<file path="src/rtl/hwlock_pkg.sv">
package hwlock_pkg;
  localparam int MAX_LOCKS = 256;
  localparam int IDX_W     = 8;
  localparam int DATA_W    = 32;

  // strobes from control to datapath, valid during the access phase
  typedef struct packed {
    logic             rdLock;    // read of an implemented lock
    logic             wrRelease; // write of zero to an implemented lock
    logic             rdStatus;  // read of the status word
    logic [IDX_W-1:0] idx;       // lock index
  } ctrlStrobes_t;
endpackage

</file>
<file path="src/rtl/lockCtrl.sv">
module lockCtrl
  import hwlock_pkg::*;
#(
  parameter int LOCK_COUNT = 32,
  parameter int ADDR_W     = 12
) (
  input  logic              clk,
  input  logic              rstN,
  input  logic              psel,
  input  logic              penable,
  input  logic              pwrite,
  input  logic [ADDR_W-1:0] paddr,
  input  logic [DATA_W-1:0] pwdata,
  output ctrlStrobes_t      strobes
);
  localparam logic [IDX_W:0]    COUNT_L   = (IDX_W+1)'(LOCK_COUNT);
  localparam logic [ADDR_W-3:0] STATUS_WD = (ADDR_W-2)'(5); // 0x14 >> 2

  logic             access;
  logic             inLockRegion;
  logic             inRange;
  logic             isStatus;
  logic [IDX_W-1:0] idx;

  always_comb begin
    access       = psel && penable;
    inLockRegion = (paddr[ADDR_W-1:ADDR_W-2] == 2'b10);
    idx          = paddr[IDX_W+1:2];
    inRange      = ({1'b0, idx} < COUNT_L);
    isStatus     = (paddr[ADDR_W-1:2] == STATUS_WD);

    strobes.idx       = idx;
    strobes.rdLock    = access && !pwrite && inLockRegion && inRange;
    strobes.wrRelease = access &&  pwrite && inLockRegion && inRange && (pwdata == '0);
    strobes.rdStatus  = access && !pwrite && isStatus;
  end


  one_target_chk: assert property (@(posedge clk) disable iff (!rstN)
    $onehot0({strobes.rdLock, strobes.wrRelease, strobes.rdStatus}));

  range_chk: assert property (@(posedge clk) disable iff (!rstN)
    (strobes.rdLock || strobes.wrRelease) |-> ({1'b0, strobes.idx} < COUNT_L));
endmodule

</file>
<file path="src/rtl/lockData.sv">
module lockData
  import hwlock_pkg::*;
#(
  parameter int LOCK_COUNT = 32
) (
  input  logic              clk,
  input  logic              rstN,
  input  ctrlStrobes_t      strobes,
  output logic [DATA_W-1:0] rdData
);
  localparam logic [3:0]        MULT        = 4'(LOCK_COUNT / 32);
  localparam logic [DATA_W-1:0] STATUS_WORD = {4'b0, MULT, 24'b0};

  logic [MAX_LOCKS-1:0] lockQ;

  initial begin
    count_param_chk: assert (LOCK_COUNT == 32 || LOCK_COUNT == 64 ||
                             LOCK_COUNT == 128 || LOCK_COUNT == 256);
  end

  for (genvar g = 0; g < MAX_LOCKS; g++) begin : gLock
    if (g < LOCK_COUNT) begin : gImpl
      logic hit;
      assign hit = (strobes.idx == IDX_W'(g));
      always_ff @(posedge clk) begin
        if (!rstN)                           lockQ[g] <= 1'b0;
        else if (hit && strobes.rdLock)      lockQ[g] <= 1'b1;
        else if (hit && strobes.wrRelease)   lockQ[g] <= 1'b0;
      end
    end else begin : gNone
      assign lockQ[g] = 1'b0;
    end
  end

  always_comb begin
    if (strobes.rdLock)        rdData = {31'b0, lockQ[strobes.idx]};
    else if (strobes.rdStatus) rdData = STATUS_WORD;
    else                       rdData = '0;
  end


  acquire_chk: assert property (@(posedge clk) disable iff (!rstN)
    (strobes.rdLock && !lockQ[strobes.idx]) |=> lockQ[$past(strobes.idx)]);

  held_stays_chk: assert property (@(posedge clk) disable iff (!rstN)
    (strobes.rdLock && lockQ[strobes.idx]) |=> lockQ[$past(strobes.idx)]);

  release_chk: assert property (@(posedge clk) disable iff (!rstN)
    strobes.wrRelease |=> !lockQ[$past(strobes.idx)]);

  quiet_chk: assert property (@(posedge clk) disable iff (!rstN)
    (!strobes.rdLock && !strobes.wrRelease) |=> $stable(lockQ));
endmodule

</file>
<file path="src/rtl/hwLockBank.sv">
module hwLockBank
  import hwlock_pkg::*;
#(
  parameter int LOCK_COUNT = 32,
  parameter int ADDR_W     = 12
) (
  input  logic              clk,
  input  logic              rstN,
  input  logic              psel,
  input  logic              penable,
  input  logic              pwrite,
  input  logic [ADDR_W-1:0] paddr,
  input  logic [DATA_W-1:0] pwdata,
  output logic [DATA_W-1:0] prdata
);
  ctrlStrobes_t strobes;

  lockCtrl #(.LOCK_COUNT(LOCK_COUNT), .ADDR_W(ADDR_W)) uCtrl (
    .clk(clk), .rstN(rstN), .psel(psel), .penable(penable), .pwrite(pwrite),
    .paddr(paddr), .pwdata(pwdata), .strobes(strobes)
  );

  lockData #(.LOCK_COUNT(LOCK_COUNT)) uData (
    .clk(clk), .rstN(rstN), .strobes(strobes), .rdData(prdata)
  );


  status_shape_chk: assert property (@(posedge clk) disable iff (!rstN)
    (psel && penable && !pwrite && paddr == ADDR_W'(12'h014)) |->
      (prdata[31:28] == 4'b0 && prdata[23:0] == 24'b0 && $onehot(prdata[27:24])));

  unmapped_zero_chk: assert property (@(posedge clk) disable iff (!rstN)
    (psel && penable && !pwrite && paddr[ADDR_W-1:ADDR_W-2] != 2'b10 &&
     paddr[ADDR_W-1:2] != (ADDR_W-2)'(5)) |-> (prdata == '0));
endmodule

</file>
<file path="config.mk">
export PLATFORM = sky130hd
export DESIGN_NAME = hwLockBank
export DESIGN_NICKNAME = d
export VERILOG_FILES = /design/src/rtl/hwlock_pkg.sv /design/src/rtl/lockCtrl.sv /design/src/rtl/lockData.sv /design/src/rtl/hwLockBank.sv
export SDC_FILE = /design/constraint.sdc
export NUM_CORES = 1
export LEC_CHECK = 0
export ABC_AREA = 1
export CORE_ASPECT_RATIO = 0.7
export CORE_MARGIN = 2
export CORE_UTILIZATION = 35
export CTS_BUF_LIST = sky130_fd_sc_hd__clkbuf_4 sky130_fd_sc_hd__clkbuf_8 sky130_fd_sc_hd__clkbuf_16
export DETAILED_ROUTE_END_ITERATION = 10
export PLACE_DENSITY_LB_ADDON = 0.2
export SYNTH_ARGS = -nofsm -noshare
export SYNTH_HDL_FRONTEND = slang
export SYNTH_SLANG_ARGS = --single-unit
</file>
<file path="constraint.sdc">
create_clock -name clk -period 1 [get_ports clk]
set_input_delay 0.1 -clock clk [delete_from_list [all_inputs] [get_ports clk]]
set_output_delay 0.1 -clock clk [all_outputs]
set_load 0.05 [all_outputs]
</file>
Word-level counts from Yosys, hierarchy flattened --
Index checks and enable logic that the tools add are counted.
Cells by class: reductions and logical operators 108, $lt $le $gt $ge 2, mux-type cells 68, eq/ne operators 33
Operators by type and width (count):
- $eq 8x5->1 const B | 16
- $logic_and 1x1->1 | 73
- $mux 1 | 65
- $eq 8x4->1 const B | 8
- $reduce_bool 2->1 | 32
- $eq 8x3->1 const B | 4
- $logic_not 32->1 | 1
- $mux 32 | 1
- $mux 25 | 1
- $eq 8x2->1 const B | 2
- $eq 10x3->1 const B | 1
- $lt 8x9->1 const B | 1
- $bmux 1 s8 | 1
- $eq 8x1->1 const B | 1
- $logic_not 8->1 | 1
- $lt 8x6->1 const B | 1
- $eq 2x2->1 const B | 1
- $logic_not 1->1 | 1
Word-level totals: word-level logic and storage cells 243, register bits 32, output and inout port bits 32, input bits 49

Depth between registers and ports, before layout --
Gate-level depths: netlist of the first run.
depth after elaboration 8, mapped depth 11, depth with buffers taken out 9

By module --
From an unflattened synthesis of the first run, not the netlist that was laid out.
Second synthesis, totals: cells, all modules 408, area, all modules 2483.6 sq um
Modules (own cells, without submodules):
- lockData | seq. area each 640.6 sq um, cells each 337, instances 1, area each 2158.3 sq um
- lockCtrl | seq. area each 0.0 sq um, cells each 71, instances 1, area each 325.3 sq um

Worst setup path before layout of the first run --
Ideal clock, no wire load.
path type in2out, start point input paddr[3], end point output prdata[24], required time 0.900 ns, setup slack -0.767 ns, stages 8, buffers on the path 1, arrival 1.667 ns, path through buf_2 inv_2 nand2_1 inv_2 nand2_1 nor2_1 inv_1 nor4_2
On the way: longest elaborated chain between the ends 4, elaborated cells between the ends (all ways) 6, classes of those cells 1 x order compare; 1 x eq/ne; 2 x mux; 2 x reduce/logical
Ends and longest elaborated chain:
- start: declaration | line hwLockBank.sv:12 | input logic [ADDR_W-1:0] paddr,
- branches (longest 3 deep; another with $lt 8x6->1)
- $mux 32 * | line lockData.sv:36 | if (strobes.rdLock) rdData = {31'b0, lockQ[strobes.idx]};
- end: declaration | line hwLockBank.sv:14 | output logic [DATA_W-1:0] prdata
Every way passes the cells marked *.

Worst setup path after layout of the first run --
start point register uData.lockQ[24], end point output prdata[0]
On the way: longest elaborated chain between the ends 3
Ends and longest elaborated chain:
- start: declaration | line lockData.sv:14 | logic [MAX_LOCKS-1:0] lockQ;
- start signal: indexed assignment | line lockData.sv:26 | if (!rstN) lockQ[g] <= 1'b0;
- start signal: indexed assignment | line lockData.sv:27 | else if (hit && strobes.rdLock) lockQ[g] <= 1'b1;
- start signal: indexed assignment | line lockData.sv:28 | else if (hit && strobes.wrRelease) lockQ[g] <= 1'b0;
- $bmux 1 s8 | line lockData.sv:36
- $mux 1 (not written as such) | line lockData.sv:36
- $mux 32 | line lockData.sv:36
No other way between the ends. The select of a mux whose other input is x is not followed.

==> out/results.txt, run 1 <==
gr usage total: 24.7%
Critical Path Fanout Max: 2
CP Cell Sequence: nand2_1 > nand2_1 > nand2_1 > nand2_1 > nand2_1 > nand2_1 > o21ai_2 > a21oi_4 > buf_12
final setup fails: 34
IO Pins: 81
top-count cell post-synth: nand2_1
skew final: 0 ns
Leak: 0.00190 uW
syn_area_per_cell: 5.86 sq um
hold_buf cts: 0
CTS sink cnt: 32
slowest stage delay, CP: 0.37 ns
CTS root buf: clkbuf_8
Clock Tree Buf Depth: 2
Max Clk Rate: 604 MHz
synth unique cells: 20
WS Path Type: register to output pin
status: finished with violations
initial antenna violation count: 0
CTS Buf Count: 5
setup slack after placement: -0.804 ns
Die ar.: 7440 sq um
Remaining DRCs: 0
synthesis-to-finish area growth: 88.1%
fraction of layout cells with a size suffix above 1: 62.5%
TritonCTS clock tree: built
Routed Antenna Nets: 0
Yosys top cell area share: 27.1%
antenna fix cells: 0
Cell Pwr Density: 739 nW/um^2
Top FF cell, synth: dfxtp_1
clock latency on the worst-skew pair: 0.29 ns
Crit path max-delay family: simple AND/OR/NAND/NOR gates
Initial Utilization: 35.6%
post-synthesis sequential area ratio: 27.1%
HPWL after DPL: 5200 um
#FFs+latches synth: 32
Fill cells: 527
cell internal pwr: 2190 uW
synth top area cells: dfxtp_1 (27%), nand2_1 (27%), buf_4 (10%)
Hold Slack: 0.313 ns
Rows: 25
CP Capture Type: output pin
number of flip-flops in the largest register: 32
IO buf count: 48
Setup TNS Final: -2.44 ns
overall power after layout: 3280 uW
Layout Nets: 553
H-tree levels: 2
most frequent cells after synthesis: nand2_1 (167), nor2_1 (47), nand3_1 (35)
chip width: 102 um
placer congestion estimate: 0.908
Final Hold Viols: 0
Avg WL per Cell: 16.6 um
Reg clk slew, reported paths: 0.07 ns
Slew Limit Fails: 0
vias in the first global route: 2832
fin crit share: 165%
RSZ-0062 raised after global routing: yes
slowest CP cell: dfxtp_2
final setup margin: -0.655 ns
Worst Hold Class: input port to register
core footprint: 6630 sq um
Largest Register: uData.lockQ
crit path DAT: 1.55 ns
Startpoint Class: register
Synth Instances: 403
Final Non-Filler Cells: 598
Placed Instances: 566
ys async rst share: 0%
critical path required time: 0.90 ns
vias: 3041
largest net degree at the start of global routing: 23
area of the multi-input gates: 2260 sq um
initial DRC count: 208
Syn Std Cell Area: 2360 sq um
Yosys warning count: 0
Comb power frac: 27.2%
switching part of the total power: 33.3%
failing checks: negative setup slack
FF+latch area: 667 sq um
grt ovf: 0
clock power share: 34.1%
Largest regs: uData.lockQ: 32 flops
post-synth top area cell: dfxtp_1
CP most frequent cell: nand2_1
first-pass GRT wire length: 14200 um
share of power burned in registers: 38.8%
Buf/Inv on CP: 1
EDFF count, synth: 0
final worst path period need: 1.65 ns
Pre-antenna DRT Iters: 5
Switch Pwr: 1090 uW
DR vias/cell: 5.09
max cap viols: 0
Die Y: 72.8 um
Max IR drop VDD: 0.387 mV
WL final: 9940 um
## power groups by stage
stage                     Sequential (uW)  Clock [uW]  Combinational, uW
after floorplan                      1300           0                511
after global placement               1300           0                728
after detailed placement             1300           0                731
after CTS                            1270        1120                765
after global routing                 1270        1180                937
final                                1270        1120                892
## routing by layer
metal	up-vias	GRT usage, %	routed length (um)
met5	-	0	0
met3	21	6.03	669
met4	0	6.37	206
li1	1418	-	-
met1	1479	33.7	4190
met2	123	39.5	4880
## worst min-delay path: cells and delay by family
family                 cells  cell delay (ns)
AND/OR/NAND/NOR            4             0.25
AO/OA/AOI/OAI              1             0.05
buffers and inverters      1             0.16
## cells by family (layout without fill, tap and decap cells)
group	count (synthesis)	in the layout	share of synthesized area, %
AND/OR/NAND/NOR	269	269	47.1
buffers and inverters	66	138	18.2
AO/OA/AOI/OAI	35	35	7.41
flip-flops	32	32	27.1
other	1	30	0.159
## layout make-up
cell class                 instances  area share (%)
clock buffer                       7            2.17
sequential                        32            15.0
inverter                          18            2.08
timing repair buffer             112            27.2
multi-input combinational        334            50.8
timing repair inverter             1           0.141
tap                               94            2.64
## final timing paths
| kind | from | to | slack (ns) | cells past startpoint |
|---|---|---|---|---|
| max | uData.lockQ[24] | prdata[0] | -0.65 | 9 |
| min | paddr[5] | uData.lockQ[5] | 0.31 | 6 |
| max reg2reg | uData.lockQ[1] | uData.lockQ[1] | 0.32 | 3 |
| min reg2reg | uData.lockQ[5] | uData.lockQ[5] | 0.46 | 2 |
## timing repair
| action | in CTS | in global routing |
|---|---|---|
| pin swaps | 74 | 75 |
| cloned | 9 | 1 |
| endpoints found under the setup margin | 34 | 34 |
| resized for setup | 217 | 188 |
| buffers inserted | 13 | 10 |
## through the flow
stage | instance area, sq um | utilization [%]
global placement | 3210 | 48.4
CTS | 3800 | 57.3
floorplan | 2640 | -
global route | 4450 | 67.1
detailed placement | 3210 | 48.4
finish | 4450 | 67.1
## cells in the final DEF, fill, tap and decap left out, types with 12 or more instances in the layout
cell and instances:
a21oi_2 28, buf_12 16, buf_2 15, buf_4 32, buf_6 21, clkbuf_2 12
conb_1 30, dfxtp_2 21, nand2_1 110, nand2_2 39, nand2_4 20, nand3_2 23
nor2_1 12, nor2_2 13, nor2_4 26
Power figures use the tool's default switching activity.
==> run 2, diff against run 1 <==
--- a/config.mk
+++ b/config.mk
@@ -11,6 +11,7 @@
 export CORE_UTILIZATION = 35
 export CTS_BUF_LIST = sky130_fd_sc_hd__clkbuf_4 sky130_fd_sc_hd__clkbuf_8 sky130_fd_sc_hd__clkbuf_16
 export DETAILED_ROUTE_END_ITERATION = 10
+export HOLD_SLACK_MARGIN = 0.02
 export PLACE_DENSITY_LB_ADDON = 0.2
 export SYNTH_ARGS = -nofsm -noshare
 export SYNTH_HDL_FRONTEND = slang
==> results of run 2 <==
Final layout, timing and power as in run 1 (identical DEF).
==> run 3, diff against run 2 <==
--- a/config.mk
+++ b/config.mk
@@ -16,3 +16,4 @@
 export SYNTH_ARGS = -nofsm -noshare
 export SYNTH_HDL_FRONTEND = slang
 export SYNTH_SLANG_ARGS = --single-unit
+export TNS_END_PERCENT = 30
==> constraint.sdc (replaced) <==
create_clock -name clk -period 1.7 [get_ports clk]
set_input_delay 0.17 -clock clk [delete_from_list [all_inputs] [get_ports clk]]
set_output_delay 0.17 -clock clk [all_outputs]
set_load 0.05 [all_outputs]
==> run 3 against run 2 <==
The flow now finishes without violations. Cell count is 3.8% lower. Worst hold slack improved by 0.084 ns. Clock power down 46%. Cell area is 28% lower. Register-to-register slack better by 0.76 ns. Clock skew unchanged. Combinational power shrank 53%. Highest routed layer unchanged.
==> out/results.txt, run 3 (same netlist as run 1, synthesis figures left out) <==
Switch Pwr: 580 uW (-47%)
Avg WL per Cell: 11.9 um (-28%)
critical path required time: 1.53 ns (+0.63 ns)
WL final: 6860 um (-31%)
slowest CP cell: clkdlybuf4s50_1
synthesis-to-finish area growth: 35.8%
reg-to-reg endpoint: uData.lockQ[23]
Crit path max-delay family: buffers and inverters
initial DRC count: 99 (-52%)
post-layout util: 48.4% (-19 points)
fraction of layout cells with a size suffix above 1: 17.3% (-45 points)
TritonCTS clock tree: built
crit path DAT: 1.47 ns (-0.08 ns)
Worst Setup EP: prdata[0]
Hold Slack: 0.397 ns (+0.0841 ns)
most frequent cells in the layout: nand2_1 (165), nor2_1 (43), clkdlybuf4s50_1 (39), buf_4 (37), nand3_1 (35)
skew final: 0 ns (unchanged)
placer congestion estimate: 0.888 (-2.3%)
final worst path period need: 1.64 ns
Comb power frac: 23.6% (-3.6 points)
DR vias/cell: 4.46 (-12%)
Remaining DRCs: 0 (unchanged)
chip width: 102 um (unchanged)
Routed Antenna Nets: 0 (unchanged)
Reg-to-Reg Start: uData.lockQ[23]
Layout Nets: 529 (-4.3%)
Largest regs: uData.lockQ: 32 flops
HPWL after DPL: 5090 um (-2.0%)
Reg clk slew, reported paths: 0.07 ns (about the same)
Fill cells: 702 (+33%)
Startpoint Class: input port
Buf/Inv on CP: 5 (+4)
first-pass GRT wire length: 11300 um (-20%)
vias in the first global route: 2320 (-18%)
Final Hold Viols: 0 (unchanged)
Leak: 0.00131 uW (-31%)
IO Pins: 81 (unchanged)
CTS sink cnt: 32 (unchanged)
CP Capture Type: output pin
Slew Limit Fails: 0 (unchanged)
RSZ-0062 raised after global routing: yes
core footprint: 6630 sq um (unchanged)
Crit. path cell count: 8 (-1)
vias: 2565 (-16%)
initial antenna violation count: 0 (unchanged)
CTS root buf: clkbuf_8
Worst Hold Class: input port to register
IO buf count: 48 (unchanged)
Die Y: 72.8 um (unchanged)
fin crit share: 96.3%
slowest stage delay, CP: 0.42 ns (+0.05 ns)
FF+latch area: 648 sq um (-2.8%)
Max Clk Rate: 611 MHz
grt ovf: 0 (unchanged)
cell internal pwr: 1190 uW (-46%)
worst setup path start: paddr[9]
status: completed
Rows: 25 (unchanged)
clock latency on the worst-skew pair: 0.29 ns (about the same)
WS Path Type: input port to output pin
final setup fails: 0 (-100%)
number of flip-flops in the largest register: 32 (unchanged)
CP Cell Sequence: clkdlybuf4s50_1 > inv_2 > nand2_2 > buf_4 > nor3_4 > inv_1 > a21oi_2 > buf_12
antenna fix cells: 0 (unchanged)
Min-Delay Startpoint: paddr[6]
CTS Buf Count: 5 (unchanged)
Die ar.: 7440 sq um (unchanged)
switching part of the total power: 32.8% (-0.55 points)
Pre-antenna DRT Iters: 4 (-1)
Cell Pwr Density: 552 nW/um^2 (-25%)
largest net degree at the start of global routing: 33 (+43%)
gr usage total: 20.0% (-4.8 points)
clock power share: 34.1% (about the same)
max cap viols: 0 (unchanged)
area of the multi-input gates: 1450 sq um (-36%)
Max IR drop VDD: 0.262 mV (-32%)
reg2reg path depth: 2 (-1)
H-tree levels: 2 (unchanged)
Largest Register: uData.lockQ
Clock Tree Buf Depth: 2 (unchanged)
commonest non-fill, non-tap cell in the layout: nand2_1
Critical Path Fanout Max: 2 (unchanged)
R2R setup slack: 1.08 ns (+0.76 ns)
Initial Utilization: 35.6% (unchanged)
share of power burned in registers: 42.3% (+3.5 points)
## run 3: changes by cell type in the layout (fill, tap and decap cells not counted), moves of 19 or more
cell	change
a21oi_1	+27
a21oi_2	-26
buf_6	-20
clkdlybuf4s50_1	+38
nand2_1	+55
nand2_2	-34
nand2_4	-19
nand3_1	+27
nand3_2	-23
nor2_1	+31
nor2_4	-23
## run 3: power by group through the flow
stage               registers (uW)  logic (uW)  clock network [uW]
finish                         749         418                 603
CTS                            749         415                 621
detailed placement             766         407                   0
global route                   749         447                 650
global placement               766         405                   0
floorplan                      766         280                   0
## run 3: stage by stage
stage          TNS [ns]  instances  setup WS [ns]  instance area (sq um)  power [uW]
3_3_place_gp     -0.963        561         -0.295                   3040        1170
4_1_cts               0        575       0.000506                   3190        1780
5_1_grt         -0.0316        575        -0.0305                   3210        1850
2_1_floorplan    -0.134        432         -0.134                   2480        1050
6_report              0        575         0.0627                   3210        1770
3_5_place_dp      -1.66        561         -0.295                   3040        1170
## run 3: routing by layer
metal / up-vias / routed length, um / global-route usage [%] / share of wire (%)
met3: 6 / 433 / 4.98 / 6.3
met5: - / 0 / 0 / 0
met4: 0 / 64 / 5.33 / 0.93
met2: 68 / 2780 / 27.3 / 40
li1: 1359 / - / - / -
met1: 1132 / 3590 / 30.7 / 52
## run 3: worst register-to-register path, stage by stage, from the launching register on
cell	delay, ns
dfxtp_1	0.37
nand2_1	0.07
a21oi_1	0.12
## run 3: worst min-delay path by stage
stage	end	cells after the start
6_report	uData.lockQ[29]	5
4_1_cts	uData.lockQ[29]	2
3_3_place_gp	uData.lockQ[16]	2
5_1_grt	uData.lockQ[28]	5
2_1_floorplan	uData.lockQ[0]	2
3_5_place_dp	uData.lockQ[29]	2
## run 3: area by class of cell
type                       instances  share of cell area [%]
inverter                          18                    2.11
clock buffer                       5                    2.14
timing repair buffer              89                    26.2
sequential                        32                    20.2
multi-input combinational        334                    45.1
clock inverter                     3                   0.585
tap                               94                    3.66
## run 3: repair_timing
item	in CTS	in global routing
setup endpoints to repair	2	13
hold buffers	0	0
pin swaps	6	7
endpoints found under the hold margin	0	0
resized for setup	16	16
setup buffers	6	0
